## src/rtl/code_store_pkg.sv

```systemverilog
package code_store_pkg;

  typedef enum logic [2:0] {
    CMD_NOP     = 3'd0,
    CMD_LOAD    = 3'd1,
    CMD_RESTART = 3'd2,
    CMD_QUERY   = 3'd3,
    CMD_DUMP    = 3'd4
  } cmd_e;

  typedef enum logic [1:0] {
    ACK_NONE   = 2'd0,
    ACK_LOADED = 2'd1,
    ACK_FULL   = 2'd2,
    ACK_READ   = 2'd3
  } ack_e;

  localparam logic [1:0] DOUT_EMPTY = 2'b00;
  localparam logic [1:0] DOUT_ZERO  = 2'b10;
  localparam logic [1:0] DOUT_ONE   = 2'b11;

  typedef enum logic [1:0] {
    MODE_FILL  = 2'd0,
    MODE_DUMP  = 2'd1,
    MODE_ARMED = 2'd2
  } mode_e;

endpackage

```

## src/rtl/cs_rst_sync.sv

```systemverilog
module cs_rst_sync (
  input  logic clk,
  input  logic rst_n,
  output logic rst_n_sync
);
  logic [1:0] sync_q;

  always_ff @(posedge clk or negedge rst_n) begin
    if (!rst_n) sync_q <= 2'b00;
    else        sync_q <= {sync_q[0], 1'b1};
  end

  assign rst_n_sync = sync_q[1];
endmodule

```

## src/rtl/cs_fill_ctr.sv

```systemverilog
module cs_fill_ctr #(
  parameter int CODE_LEN = 8,
  parameter int CW       = $clog2(CODE_LEN + 1)
) (
  input  logic          clk,
  input  logic          rst_n,
  input  logic          inc_i,
  input  logic          clr_i,
  output logic [CW-1:0] cnt_o,
  output logic          full_o
);
  localparam logic [CW-1:0] TOP = CW'(CODE_LEN);

  logic [CW-1:0] cnt_q, cnt_d;
  logic          cnt_en;

  assign full_o = (cnt_q == TOP);
  assign cnt_en = clr_i | (inc_i & ~full_o);

  always_comb begin
    cnt_d = clr_i ? '0 : cnt_q + CW'(1);
  end

  always_ff @(posedge clk or negedge rst_n) begin
    if (!rst_n)      cnt_q <= '0;
    else if (cnt_en) cnt_q <= cnt_d;
  end

  assign cnt_o = cnt_q;

  a_r3_no_overflow: assert property (@(posedge clk) disable iff (!rst_n)
    cnt_q <= TOP);

  a_r3_saturate: assert property (@(posedge clk) disable iff (!rst_n)
    (inc_i && !clr_i && full_o) |=> (cnt_q == TOP));

  a_r3_advance: assert property (@(posedge clk) disable iff (!rst_n)
    (inc_i && !clr_i && !full_o) |=> (cnt_q == $past(cnt_q) + CW'(1)));

  a_r4_clear: assert property (@(posedge clk) disable iff (!rst_n)
    clr_i |=> (cnt_q == '0));
endmodule

```

## src/rtl/cs_bit_store.sv

```systemverilog
module cs_bit_store #(
  parameter int CODE_LEN = 8,
  parameter int CW       = $clog2(CODE_LEN + 1)
) (
  input  logic          clk,
  input  logic          rst_n,
  input  logic          wr_en_i,
  input  logic [CW-1:0] wr_idx_i,
  input  logic          wr_bit_i,
  input  logic [CW-1:0] rd_idx_i,
  output logic          rd_bit_o
);
  logic [CODE_LEN-1:0] mem_q;

  for (genvar i = 0; i < CODE_LEN; i++) begin : g_cell
    logic hit;
    assign hit = wr_en_i && (wr_idx_i == CW'(i));
    always_ff @(posedge clk or negedge rst_n) begin
      if (!rst_n)   mem_q[i] <= 1'b0;
      else if (hit) mem_q[i] <= wr_bit_i;
    end
  end

  always_comb begin
    rd_bit_o = 1'b0;
    for (int i = 0; i < CODE_LEN; i++) begin
      if (rd_idx_i == CW'(i)) rd_bit_o = mem_q[i];
    end
  end

  a_r3_write_lands: assert property (@(posedge clk) disable iff (!rst_n)
    wr_en_i |=> (mem_q[$past(wr_idx_i)] == $past(wr_bit_i)));

  a_r8_hold_store: assert property (@(posedge clk) disable iff (!rst_n)
    !wr_en_i |=> $stable(mem_q));
endmodule

```

## src/rtl/cs_sequencer.sv

```systemverilog
module cs_sequencer
  import code_store_pkg::*;
#(
  parameter int CODE_LEN = 8,
  parameter int CW       = $clog2(CODE_LEN + 1)
) (
  input  logic          clk,
  input  logic          rst_n,
  input  logic [2:0]    cmd_i,
  input  logic          full_i,
  input  logic          rd_bit_i,
  output logic          load_en_o,
  output logic          clr_o,
  output logic [CW-1:0] rd_ptr_o,
  output logic [1:0]    ack_o,
  output logic [1:0]    dout_o,
  output logic          drive_o
);
  localparam logic [CW-1:0] LAST = CW'(CODE_LEN - 1);

  mode_e         mode_q, mode_d;
  logic [CW-1:0] ptr_q, ptr_d;
  logic          ptr_en;
  logic [1:0]    ack_q, ack_d, dout_q, dout_d;
  logic          drv_q, drv_d;

  always_comb begin
    mode_d    = mode_q;
    ptr_d     = ptr_q;
    ptr_en    = 1'b0;
    ack_d     = ACK_NONE;
    dout_d    = DOUT_EMPTY;
    drv_d     = 1'b0;
    load_en_o = 1'b0;
    clr_o     = (cmd_i == CMD_RESTART);
    if (clr_o) begin
      mode_d = MODE_FILL;
    end else begin
      case (mode_q)
        MODE_FILL: begin
          case (cmd_i)
            CMD_LOAD: begin
              ack_d     = ACK_LOADED;
              load_en_o = 1'b1;
            end
            CMD_DUMP: begin
              mode_d = MODE_DUMP;
              ptr_d  = '0;
              ptr_en = 1'b1;
              ack_d  = ACK_READ;
            end
            CMD_QUERY: begin
              if (full_i) begin
                ack_d  = ACK_FULL;
                mode_d = MODE_ARMED;
                drv_d  = 1'b1;
              end
            end
            default: ;
          endcase
        end
        MODE_DUMP: begin
          ack_d  = ACK_READ;
          dout_d = rd_bit_i ? DOUT_ONE : DOUT_ZERO;
          ptr_d  = ptr_q + CW'(1);
          ptr_en = 1'b1;
          if (ptr_q == LAST) mode_d = MODE_FILL;
        end
        MODE_ARMED: drv_d = 1'b1;
        default:    mode_d = MODE_FILL;
      endcase
    end
  end

  always_ff @(posedge clk or negedge rst_n) begin
    if (!rst_n) begin
      mode_q <= MODE_FILL;
      ack_q  <= ACK_NONE;
      dout_q <= DOUT_EMPTY;
      drv_q  <= 1'b0;
    end else begin
      mode_q <= mode_d;
      ack_q  <= ack_d;
      dout_q <= dout_d;
      drv_q  <= drv_d;
    end
  end

  always_ff @(posedge clk or negedge rst_n) begin
    if (!rst_n)      ptr_q <= '0;
    else if (ptr_en) ptr_q <= ptr_d;
  end

  assign rd_ptr_o = ptr_q;
  assign ack_o    = ack_q;
  assign dout_o   = dout_q;
  assign drive_o  = drv_q;

  a_r2_load_ack: assert property (@(posedge clk) disable iff (!rst_n)
    (mode_q == MODE_FILL && cmd_i == CMD_LOAD) |=>
      (ack_o == ACK_LOADED && dout_o == DOUT_EMPTY && !drive_o));

  a_r4_restart: assert property (@(posedge clk) disable iff (!rst_n)
    (cmd_i == CMD_RESTART) |=>
      (mode_q == MODE_FILL && ack_o == ACK_NONE && !drive_o));

  a_r6_dump_ack: assert property (@(posedge clk) disable iff (!rst_n)
    (mode_q == MODE_DUMP && cmd_i != CMD_RESTART) |=>
      (ack_o == ACK_READ && dout_o[1]));

  a_r7_arm: assert property (@(posedge clk) disable iff (!rst_n)
    (mode_q == MODE_FILL && cmd_i == CMD_QUERY && full_i) |=>
      (ack_o == ACK_FULL && drive_o && mode_q == MODE_ARMED));

  a_r8_armed_sticky: assert property (@(posedge clk) disable iff (!rst_n)
    (mode_q == MODE_ARMED && cmd_i != CMD_RESTART) |=>
      (mode_q == MODE_ARMED && drive_o && ack_o == ACK_NONE));

  a_r8_no_load_outside_fill: assert property (@(posedge clk) disable iff (!rst_n)
    (mode_q != MODE_FILL) |-> !load_en_o);
endmodule

```

## src/rtl/code_store_ctrl.sv

```systemverilog
module code_store_ctrl #(
  parameter int CODE_LEN = 8
) (
  input  logic       clk,
  input  logic       rst_n,
  input  logic [2:0] cmd_i,
  input  logic       data_i,
  output logic [1:0] ack_o,
  output logic [1:0] dout_o,
  output logic       drive_o
);
  localparam int CW = $clog2(CODE_LEN + 1);

  logic          rst_n_int;
  logic          load_en, clr, full, rd_bit;
  logic [CW-1:0] cnt, rd_ptr;

  cs_rst_sync u_rst (
    .clk        (clk),
    .rst_n      (rst_n),
    .rst_n_sync (rst_n_int)
  );

  cs_fill_ctr #(.CODE_LEN(CODE_LEN), .CW(CW)) u_ctr (
    .clk    (clk),
    .rst_n  (rst_n_int),
    .inc_i  (load_en),
    .clr_i  (clr),
    .cnt_o  (cnt),
    .full_o (full)
  );

  cs_bit_store #(.CODE_LEN(CODE_LEN), .CW(CW)) u_store (
    .clk      (clk),
    .rst_n    (rst_n_int),
    .wr_en_i  (load_en & ~full),
    .wr_idx_i (cnt),
    .wr_bit_i (data_i),
    .rd_idx_i (rd_ptr),
    .rd_bit_o (rd_bit)
  );

  cs_sequencer #(.CODE_LEN(CODE_LEN), .CW(CW)) u_seq (
    .clk       (clk),
    .rst_n     (rst_n_int),
    .cmd_i     (cmd_i),
    .full_i    (full),
    .rd_bit_i  (rd_bit),
    .load_en_o (load_en),
    .clr_o     (clr),
    .rd_ptr_o  (rd_ptr),
    .ack_o     (ack_o),
    .dout_o    (dout_o),
    .drive_o   (drive_o)
  );
endmodule

```

## config.mk

```make
export PLATFORM = sky130hd
export DESIGN_NAME = code_store_ctrl
export DESIGN_NICKNAME = d
export VERILOG_FILES = /design/src/rtl/code_store_pkg.sv /design/src/rtl/cs_rst_sync.sv /design/src/rtl/cs_fill_ctr.sv /design/src/rtl/cs_bit_store.sv /design/src/rtl/cs_sequencer.sv /design/src/rtl/code_store_ctrl.sv
export SDC_FILE = /design/constraint.sdc
export NUM_CORES = 1
export LEC_CHECK = 0
export ABC_AREA = 1
export BUFFER_PORTS_ARGS = -buffer_cell sky130_fd_sc_hd__buf_4
export CAP_MARGIN = 25
export CORE_MARGIN = 2
export CORE_UTILIZATION = 40
export DETAILED_ROUTE_END_ITERATION = 12
export GPL_TIMING_DRIVEN = 0
export PLACE_DENSITY_LB_ADDON = 0.08
export SYNTH_ARGS = -nofsm -noshare
export SYNTH_HDL_FRONTEND = slang
export SYNTH_HIERARCHICAL = 1
export SYNTH_SLANG_ARGS = --single-unit
```

## constraint.sdc

```tcl
create_clock -name clk -period 1.41 [get_ports clk]
set_input_delay 0.2115 -clock clk [delete_from_list [all_inputs] [get_ports clk]]
set_output_delay 0.2115 -clock clk [all_outputs]
set_load 0.03 [all_outputs]
```

==> results by group <==
Worst setup path
  – Crit. Startpoint: u_seq/mode_q[0]
  – Family with the most delay on the worst path: simple AND/OR/NAND/NOR gates
  – CP max FO: 4
  – Max stage delay on crit path: 0.42 ns
  – Critical path launch point type: register
  – WP data arrival: 1.72 ns
  – Slowest cell on the critical path: dfrtp_1
  – Worst r2r src: u_seq/mode_q[0]
  – Worst Reg-to-Reg Cells: 10
  – Bufs and invs on worst path: 3
  – R2R Setup Slk: -0.09 ns
  – Crit path capture: u_store/mem_q[1]
  – FF-to-FF End: u_store/mem_q[1]
  – Number of cells on the critical path: 10
  – Worst Path Required: 1.63 ns
  – Setup CP Type: register to register
  – CP endpoint kind: register
  – Worst-path cell chain: nor2_2 -> nand4_1 -> inv_2 -> inv_2 -> nor2_4 -> inv_2 -> nor3_4 -> nand3_2 -> nand2_1 -> o21ai_1
  – Most frequent CP cell: inv_2

Die
  – Boundary Pins: 11
  – Std-Cell Core Area: 0.00305 mm2
  – Starting Density: 42.1%
  – Chip height: 60.7 um
  – Die ar.: 0.00368 mm2
  – Width of the die: 60.7 um
  – Row count: 20

Route
  – Via density: 4.77
  – Starting DRT DRC Count: 97
  – Remaining DRCs: 0
  – Detailed Routing Iterations Pass 1: 4
  – Via count: 1149
  – Avg WL per Cell: 11.1 um
  – Final WL: 2.69 mm
  – Post-route ant nets: 0

Timing
  – Max-slew violations: 0
  – Final setup skew: 0.00692 ns
  – WHS: 0.0919 ns
  – Final Hold Viols: 0
  – Minimum clock period: 1.50 ns
  – Worst setup margin: -0.0870 ns
  – Final period utilization: 106%
  – RSZ-0062 raised after global routing: true
  – # setup viols final: 6
  – Fmax: 668 MHz

Place
  – Port Buffers: 10
  – RePlAce Congestion: 0.800
  – HPWL Detailed: 1.82 mm
  – Setup WS pre-CTS: -0.406 ns
  – Post-Place Cells: 221

GRT
  – Tot GR Track Use: 16.5%
  – First-pass GRT wire length: 4.62 mm
  – Initial antenna violation count: 0
  – Vias in the first global route: 1084
  – Largest net degree at the start of global routing: 24
  – Final global-route overflow total: 0

Layout
  – Highest-count cells in the layout ignoring fill and taps: nand2_1, dfrtp_1, buf_4
  – Layout cells sized above 1: 29.4%
  – Commonest non-fill, non-tap cell in the layout: nand2_1
  – Reg area: 628 um2
  – Layout Nets: 207
  – Final cell count without fillers: 241
  – Multi-input combinational cell area: 618 um2
  – Diodes inserted: 0
  – P&R area growth vs syn: 28.8%
  – # fillers: 300
  – Post-Route Utilization: 54.2%

CTS
  – CTS tree: done
  – Worst-case clock buffer depth: 2
  – Clk sinks: 25
  – Clock root buffer: clkbuf_4
  – Deepest level of the CTS H-tree: 1
  – Worst skew pair latency: 0.32 ns
  – Num CTS Buffers: 3
  – Clk slew on worst S/H paths: 0.15 ns

Power
  – Leak pwr: 0.000834 uW
  – Max VDD drop: 0.430 mV
  – Power Density: 1410 mW/mm2
  – Total power: 2330 uW

Outcome
  – Outcome: complete, but fails checks
  – Failing checks: setup timing

Yosys
  – Mapped Cells: 167
  – Cell variety after synth: 21
  – Seq cells post-synth: 25
  – Avg Cell Area, Syn: 7.69 um2
  – Cell area after synthesis: 0.00128 mm2
  – Syn. warnings: 6
  – Register area share after synthesis: 48.7%
  – Syn Nets: 176

Hold path
  – Worst Hold Class: register to async pin

Job
  – Max Cap Viol: 0
-- worst reg2reg max path, cell delays in order, from the launching register on --
cell and delay (ns):
dfrtp_1 0.42, nor2_2 0.14, nand4_1 0.14, inv_2 0.10, inv_2 0.04, nor2_4 0.09, inv_2 0.06, nor3_4 0.18
nand3_2 0.10, nand2_1 0.07, o21ai_1 0.06
-- state kept, by name (all words and copies together), names as in the netlist --
signal / flops
u_seq/dout_o: 2
u_store/mem_q: 8
u_seq/rd_ptr_o: 4
u_rst/sync_q: 2
u_seq/drive_o: 1
u_ctr/cnt_o: 4
u_seq/mode_q: 2
u_seq/ack_o: 2
-- Yosys cell counts --
master | n | area share [%]
ha_1 | 3 | 2.9
o21ai_1 | 5 | 1.9
inv_1 | 23 | 6.7
nand3b_1 | 1 | 0.58
nor2_1 | 19 | 5.6
conb_1 | 1 | 0.29
nor3b_1 | 1 | 0.58
nand3_1 | 11 | 4.3
nor2_2 | 4 | 1.9
nand4_1 | 6 | 2.9
a21oi_1 | 6 | 2.3
inv_2 | 3 | 0.88
nand2_1 | 49 | 14
nand3_2 | 1 | 0.78
nor3_2 | 1 | 0.78
nand3_4 | 1 | 1.4
nand2_2 | 2 | 0.97
dfrtp_1 | 25 | 49
or2_0 | 1 | 0.49
o21ai_0 | 3 | 1.2
a31oi_1 | 1 | 0.49
-- area by class of cell --
class	instances	share of cell area (%)
timing repair buffer	26	13.8
multi-input combinational	116	37.3
clock buffer	3	1.36
sequential	25	37.9
inverter	26	5.90
tap	44	3.33
clock inverter	1	0.302
-- metrics by stage --
| step | TNS [ns] | area [um2] |
|---|---|---|
| after floorplan | -0.604 | 1290 |
| after global placement | -1.96 | 1420 |
| after detailed placement | -1.95 | 1420 |
| after CTS | -0.530 | 1580 |
| after global routing | -1.67 | 1660 |
| final | -0.336 | 1660 |
-- worst min path at each step --
stage | slack, ns | from | to
floorplan | -0.08 | rst_n | u_rst/sync_q[0]
global placement | -0.006 | rst_n | u_rst/sync_q[1]
detailed placement | -0.003 | rst_n | u_rst/sync_q[1]
CTS | 0.1 | data_i | u_store/mem_q[6]
global route | 0.10 | u_rst/sync_q[1] | u_seq/mode_q[1]
finish | 0.09 | u_rst/sync_q[1] | u_seq/mode_q[1]
-- repair_timing --
item / in CTS / in global routing
pin swaps: 9 / 5
hold buffers: 1 / 0
hold endpoints to repair: 2 / 0
setup buffers: 12 / 5
setup endpoints to repair: 11 / 13
resized for setup: 14 / 6
-- layer usage --
metal | track usage, % | vias up | routed length [um]
met5 | 0 | - | 0
met4 | 3.73 | 0 | 10
met3 | 2.56 | 2 | 74
met2 | 29.6 | 22 | 1330
met1 | 20.8 | 541 | 1280
li1 | - | 584 | -
-- cell families after synthesis --
group	synth area share [%]
fa+ha+maj	2.92
flops	48.7
simple gates	34.6
compound gates	5.94
other cells	0.292
buf+inv	7.59
-- power by group --
| group | switching, uW | internal [uW] | total (uW) | leakage (uW) |
|---|---|---|---|---|
| Combinational | 563 | 406 | 969 | 0.000494 |
| Clock | 229 | 106 | 335 | 0.0000177 |
| Sequential | 148 | 881 | 1030 | 0.000322 |
Power figures use the tool's default switching activity.
